`src/rtl/dtwg_pkg.sv`:
```
package dtwg_pkg;

    typedef enum logic [2:0] {
        MODE_PASS     = 3'd0,
        MODE_CHOP     = 3'd1,
        MODE_TGATE    = 3'd2,
        MODE_DT_PWM   = 3'd3,
        MODE_DT_PULSE = 3'd4
    } dtwg_mode_e;

    function automatic logic is_dead_mode(input logic [2:0] m);
        return (m == MODE_DT_PWM) || (m == MODE_DT_PULSE);
    endfunction

    function automatic logic is_reload_mode(input logic [2:0] m);
        return !((m == MODE_TGATE) || is_dead_mode(m));
    endfunction

endpackage

```
`src/rtl/dtwg_edge.sv`:
```
module dtwg_edge
    import dtwg_pkg::*;
(
    input  logic       clk,
    input  logic       rst_n,
    input  logic [2:0] mode,
    input  logic       pwm_lo,
    input  logic       pwm_hi,
    input  logic       pulse,
    output logic       start,
    output logic       mode_chg
);

    typedef struct packed {
        logic       lo;
        logic       hi;
        logic       pls;
        logic [2:0] mode;
    } edge_st_t;

    edge_st_t st_d, st_q;

    always_comb begin
        st_d = '{lo: pwm_lo, hi: pwm_hi, pls: pulse, mode: mode};
        mode_chg = (mode != st_q.mode);
        case (mode)
            MODE_TGATE:    start = (pwm_lo & ~st_q.lo) | (pwm_hi & ~st_q.hi);
            MODE_DT_PWM:   start = pwm_hi ^ st_q.hi;
            MODE_DT_PULSE: start = pulse ^ st_q.pls;
            default:       start = 1'b0;
        endcase
    end

    always_ff @(posedge clk) begin
        if (!rst_n) st_q <= '{lo: 1'b0, hi: 1'b0, pls: 1'b0, mode: MODE_PASS};
        else        st_q <= st_d;
    end

    // pass-through and chop modes never request a timer start
    p_no_start_reload_r1: assert property (@(posedge clk) disable iff (!rst_n)
        is_reload_mode(mode) |-> !start);

endmodule

```
`src/rtl/dtwg_prescale.sv`:
```
module dtwg_prescale #(
    parameter int DIV_W = 2
) (
    input  logic             clk,
    input  logic             rst_n,
    input  logic [DIV_W-1:0] div_sel,
    input  logic             clr,
    output logic             tick
);

    localparam int PRE_W = (1 << DIV_W) - 1;
    localparam logic [PRE_W:0] ONE = (PRE_W + 1)'(1);

    typedef struct packed {
        logic [PRE_W-1:0] pre;
    } pre_st_t;

    pre_st_t          st_d, st_q;
    logic [PRE_W-1:0] mask;

    always_comb begin
        mask = PRE_W'((ONE << div_sel) - ONE);
        tick = (st_q.pre == mask) && !clr;
        st_d = st_q;
        if (clr || (st_q.pre == mask)) st_d.pre = '0;
        else                           st_d.pre = st_q.pre + PRE_W'(1);
    end

    always_ff @(posedge clk) begin
        if (!rst_n) st_q <= '0;
        else        st_q <= st_d;
    end

    // right after a restart the next step comes only if the ratio is one
    p_restart_phase_r9: assert property (@(posedge clk) disable iff (!rst_n)
        clr |=> (clr || (tick == (div_sel == '0))));

endmodule

```
`src/rtl/dtwg_timer.sv`:
```
module dtwg_timer #(
    parameter int CNT_W = 16
) (
    input  logic             clk,
    input  logic             rst_n,
    input  logic             reload_mode,
    input  logic             start,
    input  logic             clr,
    input  logic             tick,
    input  logic [CNT_W-1:0] reload,
    output logic             busy_next,
    output logic             irq
);

    typedef struct packed {
        logic [CNT_W-1:0] cnt;
        logic             irq;
    } tmr_st_t;

    tmr_st_t st_d, st_q;

    always_comb begin
        st_d     = st_q;
        st_d.irq = 1'b0;
        if (start) begin
            st_d.cnt = reload;
        end else if (clr) begin
            st_d.cnt = '0;
        end else if (tick) begin
            if (reload_mode) begin
                if (st_q.cnt <= CNT_W'(1)) begin
                    st_d.cnt = reload;
                    st_d.irq = (reload != '0);
                end else begin
                    st_d.cnt = st_q.cnt - CNT_W'(1);
                end
            end else if (st_q.cnt != '0) begin
                st_d.cnt = st_q.cnt - CNT_W'(1);
            end
        end
        busy_next = (st_d.cnt != '0);
    end

    always_ff @(posedge clk) begin
        if (!rst_n) st_q <= '0;
        else        st_q <= st_d;
    end

    assign irq = st_q.irq;

    // a start captures the load value presented in that cycle
    p_start_load_r8: assert property (@(posedge clk) disable iff (!rst_n)
        start |=> (st_q.cnt == $past(reload)));

    // interrupts only come from the reload-timer modes
    p_irq_reload_only_r10: assert property (@(posedge clk) disable iff (!rst_n)
        irq |-> $past(reload_mode));

    // without a step, start or clear the count holds
    p_hold_no_tick_r9: assert property (@(posedge clk) disable iff (!rst_n)
        (!start && !clr && !tick) |=> $stable(st_q.cnt));

endmodule

```
`src/rtl/dtwg_shape.sv`:
```
module dtwg_shape
    import dtwg_pkg::*;
(
    input  logic       clk,
    input  logic       rst_n,
    input  logic [2:0] mode,
    input  logic       inv_pol,
    input  logic       pwm_lo,
    input  logic       pwm_hi,
    input  logic       pulse,
    input  logic       busy_next,
    output logic       drv_hi,
    output logic       drv_lo,
    output logic       gate_en
);

    typedef struct packed {
        logic hi;
        logic lo;
        logic gate;
    } out_st_t;

    out_st_t st_d, st_q;
    logic    src;

    always_comb begin
        src  = (mode == MODE_DT_PULSE) ? pulse : pwm_hi;
        st_d = '{hi: pwm_hi, lo: pwm_lo, gate: 1'b0};
        case (mode)
            MODE_CHOP: begin
                st_d = '{hi: pwm_hi & pulse, lo: pwm_lo & pulse, gate: pwm_lo | pwm_hi};
            end
            MODE_TGATE: begin
                st_d = '{hi: pwm_hi & pulse & busy_next,
                         lo: pwm_lo & pulse & busy_next,
                         gate: busy_next};
            end
            MODE_DT_PWM, MODE_DT_PULSE: begin
                if (busy_next) begin
                    st_d.hi = 1'b0;
                    st_d.lo = 1'b0;
                end else begin
                    st_d.hi = src;
                    st_d.lo = ~src;
                end
                if (inv_pol) begin
                    st_d.hi = ~st_d.hi;
                    st_d.lo = ~st_d.lo;
                end
                st_d.gate = (mode == MODE_DT_PULSE) & pwm_hi;
            end
            default: ;
        endcase
    end

    always_ff @(posedge clk) begin
        if (!rst_n) st_q <= '0;
        else        st_q <= st_d;
    end

    assign drv_hi  = st_q.hi;
    assign drv_lo  = st_q.lo;
    assign gate_en = st_q.gate;

    // the complementary pair never conducts together
    p_no_overlap_r12: assert property (@(posedge clk) disable iff (!rst_n)
        (is_dead_mode($past(mode)) && !$past(inv_pol)) |-> !(drv_hi && drv_lo));

    // in chop mode a driven output implies the pulse was high
    p_chop_pulse_r2: assert property (@(posedge clk) disable iff (!rst_n)
        (($past(mode) == MODE_CHOP) && (drv_hi || drv_lo)) |-> $past(pulse));

endmodule

```
`src/rtl/dtwg_pair.sv`:
```
module dtwg_pair
    import dtwg_pkg::*;
#(
    parameter int CNT_W = 16,
    parameter int DIV_W = 2
) (
    input  logic             clk,
    input  logic             rst_n,
    input  logic [2:0]       mode_sel,
    input  logic [DIV_W-1:0] div_sel,
    input  logic [CNT_W-1:0] reload_val,
    input  logic             inv_pol,
    input  logic             pwm_lo,
    input  logic             pwm_hi,
    input  logic             pulse_in,
    output logic             drv_lo,
    output logic             drv_hi,
    output logic             gate_en,
    output logic             tmr_irq
);

    logic start, mode_chg, tick, busy_next;

    dtwg_edge u_edge (
        .clk      (clk),
        .rst_n    (rst_n),
        .mode     (mode_sel),
        .pwm_lo   (pwm_lo),
        .pwm_hi   (pwm_hi),
        .pulse    (pulse_in),
        .start    (start),
        .mode_chg (mode_chg)
    );

    dtwg_prescale #(.DIV_W(DIV_W)) u_pre (
        .clk     (clk),
        .rst_n   (rst_n),
        .div_sel (div_sel),
        .clr     (start | mode_chg),
        .tick    (tick)
    );

    dtwg_timer #(.CNT_W(CNT_W)) u_tmr (
        .clk         (clk),
        .rst_n       (rst_n),
        .reload_mode (is_reload_mode(mode_sel)),
        .start       (start),
        .clr         (mode_chg),
        .tick        (tick),
        .reload      (reload_val),
        .busy_next   (busy_next),
        .irq         (tmr_irq)
    );

    dtwg_shape u_shape (
        .clk       (clk),
        .rst_n     (rst_n),
        .mode      (mode_sel),
        .inv_pol   (inv_pol),
        .pwm_lo    (pwm_lo),
        .pwm_hi    (pwm_hi),
        .pulse     (pulse_in),
        .busy_next (busy_next),
        .drv_hi    (drv_hi),
        .drv_lo    (drv_lo),
        .gate_en   (gate_en)
    );

endmodule

```
`config.mk`:
```
export PLATFORM = sky130hd
export DESIGN_NAME = dtwg_pair
export DESIGN_NICKNAME = d
export VERILOG_FILES = /design/src/rtl/dtwg_pkg.sv /design/src/rtl/dtwg_edge.sv /design/src/rtl/dtwg_prescale.sv /design/src/rtl/dtwg_timer.sv /design/src/rtl/dtwg_shape.sv /design/src/rtl/dtwg_pair.sv
export SDC_FILE = /design/constraint.sdc
export NUM_CORES = 1
export LEC_CHECK = 0
export BUFFER_PORTS_ARGS = -buffer_cell sky130_fd_sc_hd__buf_2
export CAP_MARGIN = 20
export CORE_MARGIN = 8
export CORE_UTILIZATION = 35
export DETAILED_ROUTE_END_ITERATION = 8
export GPL_ROUTABILITY_DRIVEN = 0
export GPL_TIMING_DRIVEN = 0
export PLACE_DENSITY = 0.63
export SLEW_MARGIN = 20
export SYNTH_ARGS = -nofsm -noshare
export SYNTH_HDL_FRONTEND = slang
export SYNTH_SLANG_ARGS = --single-unit
```
`constraint.sdc`:
```
create_clock -name clk -period 3.85 [get_ports clk]
set_clock_uncertainty 0.05 [all_clocks]
set_input_delay 0.385 -clock clk [delete_from_list [all_inputs] [get_ports clk]]
set_output_delay 0.385 -clock clk [all_outputs]
set_load 0.03 [all_outputs]
```
-- After elaboration in Yosys (flattened, before gate mapping)
Cells that the tools add are included.
- register bits: 29
- input bits: 27
- output and inout bits: 4
- word-level logic and storage cells: 66
- $add $sub $neg: 3
- order comparisons: 1
- equal/unequal tests: 6
- shifts and indexed selects: 1
- mux-type cells: 14
- bitwise gates (word level): 20
- reduce and logical (&&, ||, !) cells: 11
- operators with widths (kind ; count):
    two-way mux 16 bit ; 5
    nonzero test 16 bit ; 3
    two-way mux 17 bit ; 1
    <= comparator 16 x 1 -> 1 bit, second input constant ; 1
    subtractor 16 x 1 -> 16 bit, second input constant ; 1
    one-hot mux 3 bit (3 select lines) ; 1
    inverter 1 bit ; 8
    AND 1 bit ; 7
    == test 3 x 2 -> 1 bit, second input constant ; 2
    two-way mux 2 bit ; 3
    OR reduction 6 bit ; 1
    OR reduction 2 bit ; 2
    adder 3 x 1 -> 3 bit, second input constant ; 1
    == test 3 x 1 -> 1 bit, second input constant ; 1
    == test 3 bit ; 1
    == test 3 bit, second input constant ; 1
    logical OR 1 bit ; 3
    two-way mux 1 bit ; 3
    inequality test 3 bit ; 1
    OR 1 bit ; 3
    one-hot mux 1 bit (3 select lines) ; 1
    << shifter 1 x 2 -> 3 bit, first input constant ; 1
    subtractor 3 x 1 -> 3 bit, second input constant ; 1
    bitwise XOR 1 bit ; 2
    2 further kinds ; 2

-- Longest topological paths before layout
- word-level depth: 16
- gate-level depth with buffers: 12
- mapped depth without buffers: 11

-- Hierarchy
Synthesis repeated with hierarchy kept, for this count alone.
- cells, all modules: 289
- area, all modules: 2262.2 um^2
- modules (own cells, without submodules) (module ; times used ; cells an instance ; area an instance (um^2) ; sequential area each (um^2)):
    dtwg_timer ; 1 ; 205 ; 1532.7 ; 340.3
    dtwg_shape ; 1 ; 37 ; 285.3 ; 60.1
    dtwg_edge ; 1 ; 26 ; 251.5 ; 120.1
    dtwg_prescale ; 1 ; 18 ; 172.7 ; 60.1
    dtwg_pair ; 1 ; 3 ; 20.0 ; 0.0

-- Worst setup path after synthesis
OpenSTA, ideal clock, no wires.
- path type: register to register
- start point: reg u_tmr.st_q[1] (netlist bit)
- end point: reg u_shape.st_q (netlist bit u_shape.drv_lo)
- setup time: 0.121 ns
- arrival: 2.578 ns
- required time: 3.679 ns
- setup slack: 1.101 ns
- cell stages (with the launch flop): 12
- buffers on the path: 1
- clock period less this slack: 2.749 ns
- cell sequence: dfxtp_1 > inv_1 > ha_1 > nor3b_2 > o21ai_1 > or2_1 > clkbuf_1 > a41oi_1 > a2bb2oi_1 > nor4bb_1 > nand4b_2 > mux2_4
- longest elaborated chain between the ends: 12
- elaborated cells between the ends (all ways): 16
- classes of those cells: add/sub: 1; order compare: 1; mux: 10; bitwise: 2; reduce/logical: 2
- ends and longest elaborated chain (what ; RTL line ; source):
    from (decl) ; dtwg_timer.sv:20 ; tmr_st_t st_d, st_q;
    from (signal assigned) ; dtwg_timer.sv:46 ; else st_q <= st_d;
    subtractor 16 x 1 -> 16 bit (tied with other cells) ; dtwg_timer.sv:35, dtwg_timer.sv:38 ;
    two-way mux 16 bit (on tied branches) ; dtwg_timer.sv:31, dtwg_timer.sv:37 ;
    two-way mux 16 bit ; dtwg_timer.sv:30 ; if (reload_mode) begin
    two-way mux 17 bit * ; dtwg_timer.sv:29 ; end else if (tick) begin
    two-way mux 16 bit * ; dtwg_timer.sv:27 ; end else if (clr) begin
    two-way mux 16 bit * ; dtwg_timer.sv:25 ; if (start) begin
    nonzero test 16 bit * ; dtwg_timer.sv:41 ; busy_next = (st_d.cnt != '0);
    two-way mux 2 bit ; dtwg_shape.sv:39 ; if (busy_next) begin
    two-way mux 2 bit ; dtwg_shape.sv:29 ; case (mode)
    inverter 1 bit ; dtwg_shape.sv:48 ; st_d.lo = ~st_d.lo;
    two-way mux 2 bit ; dtwg_shape.sv:46 ; if (inv_pol) begin
    one-hot mux 3 bit (3 select lines) * ; dtwg_shape.sv:29 ;
    to (signal assigned) ; dtwg_shape.sv:58 ; else st_q <= st_d;
    to (decl) ; dtwg_shape.sv:23 ; out_st_t st_d, st_q;
Every way passes the cells marked *; elsewhere a longest branch is shown, timed or not. The select of a mux whose other input is x is not followed.
A chain may end at the register's enable or synchronous reset.

-- Worst setup path after layout
Ends and elaborated chain as after synthesis.

==> results by group <==
Worst setup path
  – WP buf/inv: 2
  – Reg2reg path depth: 11
  – CP endpoint kind: flip-flop
  – Worst r2r dst: u_shape.drv_lo$_SDFF_PN0_
  – Startpoint types: flip-flop
  – Critical path class: reg -> reg
  – R2R Path Start: u_tmr.st_q[1]$_SDFF_PN0_
  – Crit Path Max Fanout: 6
  – Crit-path max cell delay: slightly below 0.5 ns
  – R2R Setup Slk: 0.32 ns
  – Slowest-stage cell, CP: nor3b_2
  – Arr. time, crit path: about 3.7 ns
  – CP top delay family: simple AND/OR/NAND/NOR gates
  – Cell Chain, Critical Path: inv_1, ha_1, nor3b_2, o21ai_1, or2_1, clkbuf_1, a41oi_1, a2bb2oi_1, nor4bb_1, nand4b_2, mux2_4
  – Critical Path RT: around 4 ns

GRT
  – Total gr overflow: 0
  – First-pass GRT wire length: 10.55 mm
  – Antenna violations before repair: 0
  – GRT Total Usage: between 10% and 20%
  – Largest net degree at the start of global routing: 11
  – Vias in the first global route: about 2200

Synth
  – Sequential area share after synthesis: 26.50%
  – Post-synthesis mux area share: under 10%
  – Yosys top cell by area: dfxtp_1
  – Xor/xnor share of the synthesized area: 6.396%
  – Largest family of logic cells by synthesized area: simple AND/OR/NAND/NOR gates
  – Yosys cell types: 62
  – Synth Flop Type: dfxtp_1
  – Ranking of synthesized cells by area: dfxtp_1 (26%), nand2_1 (5.1%), a21oi_1 (5.0%), nor2_1 (4.3%), xnor2_1 (4.0%)
  – Area share of the largest cell type after synthesis: between 20% and 30%
  – Synthesized instance count: 277
  – Synth Register Bits: 29
  – Adder-Cell Fraction of Synth Area: under 10%
  – FFs w/ async S/R, synth: 0%
  – Synth Area in Compound Gates: between 20% and 30%
  – Syn avg cell area: slightly below 8 um^2
  – Simple logic cell fraction of the synthesized area: between 30% and 40%
  – Post-synth EDFFs: 0
  – Warnings, synthesis: 0
  – Post-synth net total: between 300 and 400
  – Synthesized area: between 2000 and 2500 um^2

Floorplan
  – Initial core utilization: 35.31%
  – Site Rows: 29
  – Number of I/O pins: 31
  – Die X: roughly 95 um
  – Core area: 6205 um^2
  – Die Ht: about 95 um
  – DIE AREA: between 9000 and 10000 um^2

Clock tree
  – # Post-CTS Setup Buffers: 0
  – Root buf cell: clkbuf_8
  – Hold buffer count at CTS: 0
  – Reg clk slew, reported paths: 0.07 ns
  – Clock Tree Buf Depth: 2
  – CTS tree: yes
  – CTS H-tree depth: 2
  – CTS buffer count: 5
  – Worst-Skew Late Latency: just under 0.3 ns
  – Post-cts resize count: 0
  – Num Clock Sinks: 29

Min path
  – Hold Path Class: in -> reg
  – Hold path start: pwm_lo
  – Hold path depth: 2
  – Hold EP: u_edge.st_q[5]$_SDFF_PN0_

Pwr
  – Worst ir drop on vdd: about 0.17 mV
  – Final Power: between 0.9 and 1 mW
  – Lkg Pwr: approximately 1.0 nW
  – PwrDens: approximately 370 nW/um^2

Timing
  – Slew of the pin with the lowest slew margin: 0.8807 ns
  – Achievable frequency: 283.2 MHz
  – Final period util: 91.70%
  – Max-slew violations: 0
  – RSZ-0062 raised after global routing: no
  – Final hold vios: 0
  – Post-route minimum period: between 3 and 4 ns
  – Final setup fails: 0
  – Max_slew headroom: about two fifths
  – Setup_tns: 0 ns

Routing
  – # DRC: 0
  – Final wirelength: around 6.7 mm
  – Vias per cell: around 6
  – Starting DRT DRC Count: ~230
  – Detail Route Antenna Nets: 0
  – WL per Instance: roughly 17 um
  – Vias: 2297
  – Drt first pass iters: 5

Run status
  – Outcome: complete, no violations

Final layout
  – Final Util: between 40% and 50%
  – Share of layout cells above drive strength 1: between 20% and 30%
  – Number of diodes: 0
  – Nets: ~350
  – Most frequent cells in the layout: buf_2 (34), nand2_1 (30), dfxtp_1 (29), nor2_1 (25), a21oi_1 (22)
  – Commonest non-fill, non-tap cell in the layout: buf_2
  – Fillers: around 650
  – Area grow syn2layout: 15.02%

Placed design
  – Placed wire-length estimate: ~5.0 mm
  – Port bufs: 30

Job
  – # Max-Cap Violations: 0
-- per-stage QoR --
stage	cell area, um^2	std cells	hold WS, ns	setup slack (ns)
2_1_floorplan	2191	277	0.3873	1.101
3_3_place_gp	2437	384	0.4056	0.4282
3_5_place_dp	2437	384	0.4179	0.4891
4_1_cts	2520	392	0.2932	0.4323
5_1_grt	2520	392	0.2963	0.2291
6_report	2520	392	0.2913	0.3194
-- layer usage --
metal,GRT usage [%],up-vias,wire (um)
met5,0,-,0
met1,18.52,1062,2968
met2,23.25,124,2990
li1,-,1093,-
met4,7.152,0,155
met3,4.409,18,599
-- how the worst max path moves through the flow --
stage	endpoint	from	cells past startpoint
finish	u_shape.drv_lo$_SDFF_PN0_	u_tmr.st_q[1]$_SDFF_PN0_	11
global route	u_shape.drv_lo$_SDFF_PN0_	u_tmr.st_q[1]$_SDFF_PN0_	12
CTS	u_shape.drv_lo$_SDFF_PN0_	u_tmr.st_q[1]$_SDFF_PN0_	11
global placement	u_shape.drv_lo$_SDFF_PN0_	u_tmr.st_q[1]$_SDFF_PN0_	11
floorplan	u_shape.drv_lo$_SDFF_PN0_	u_tmr.st_q[1]$_SDFF_PN0_	11
detailed placement	u_shape.drv_lo$_SDFF_PN0_	u_tmr.st_q[1]$_SDFF_PN0_	11
-- cell usage after synthesis (all sizes together), types with 3 or more instances --
library cell and number:
nand2 30, dfxtp 29, nor2 26, a21oi 23
nor4 14, o21ai 14, and2 13, nor3 13
xnor2 10, buf 7, inv 7, nand3 7
nand4 6, xor2 6, clkbuf 5, a31oi 4
ha 4, nand2b 4, o211ai 4, a41oi 3
nand4b 3, nor2b 3, nor3b 3, o31ai 3
or2 3
-- area by class of cell --
cell class	instances	area [um^2]	area share [%]
Buffer	12	68.82	2.731
Sequential cell	29	580.6	23.04
Clock inverter	2	10.01	0.3972
Tap cell	77	96.34	3.823
Timing Repair Buffer	30	150.1	5.958
Multi-Input combinational cell	229	1515	60.13
Clock buffer	6	72.57	2.880
Inverter	7	26.28	1.043
-- sequential cells by signal, indices dropped and copies added, names as in the netlist --
name	cells
u_shape.gate_en	1
u_shape.drv_hi	1
u_shape.drv_lo	1
u_edge.st_q	6
u_tmr.st_q	16
u_pre.st_q	3
u_tmr.irq	1
-- power by group --
| part | switching (mW) | internal, mW |
|---|---|---|
| logic | 0.208 | 0.132 |
| clock network | 0.129 | 0.125 |
| registers | 0.0160 | 0.316 |
| total | 0.353 | 0.572 |
-- cell families (layout without fill, tap and decap cells) --
logic type / after synthesis / count (layout)
compound gates: 70 / 70
xor+xnor: 16 / 16
fa+ha+maj: 4 / 4
buf+inv: 19 / 57
flops: 29 / 29
mux: 4 / 4
simple gates: 135 / 135
Power figures use the tool's default switching activity.
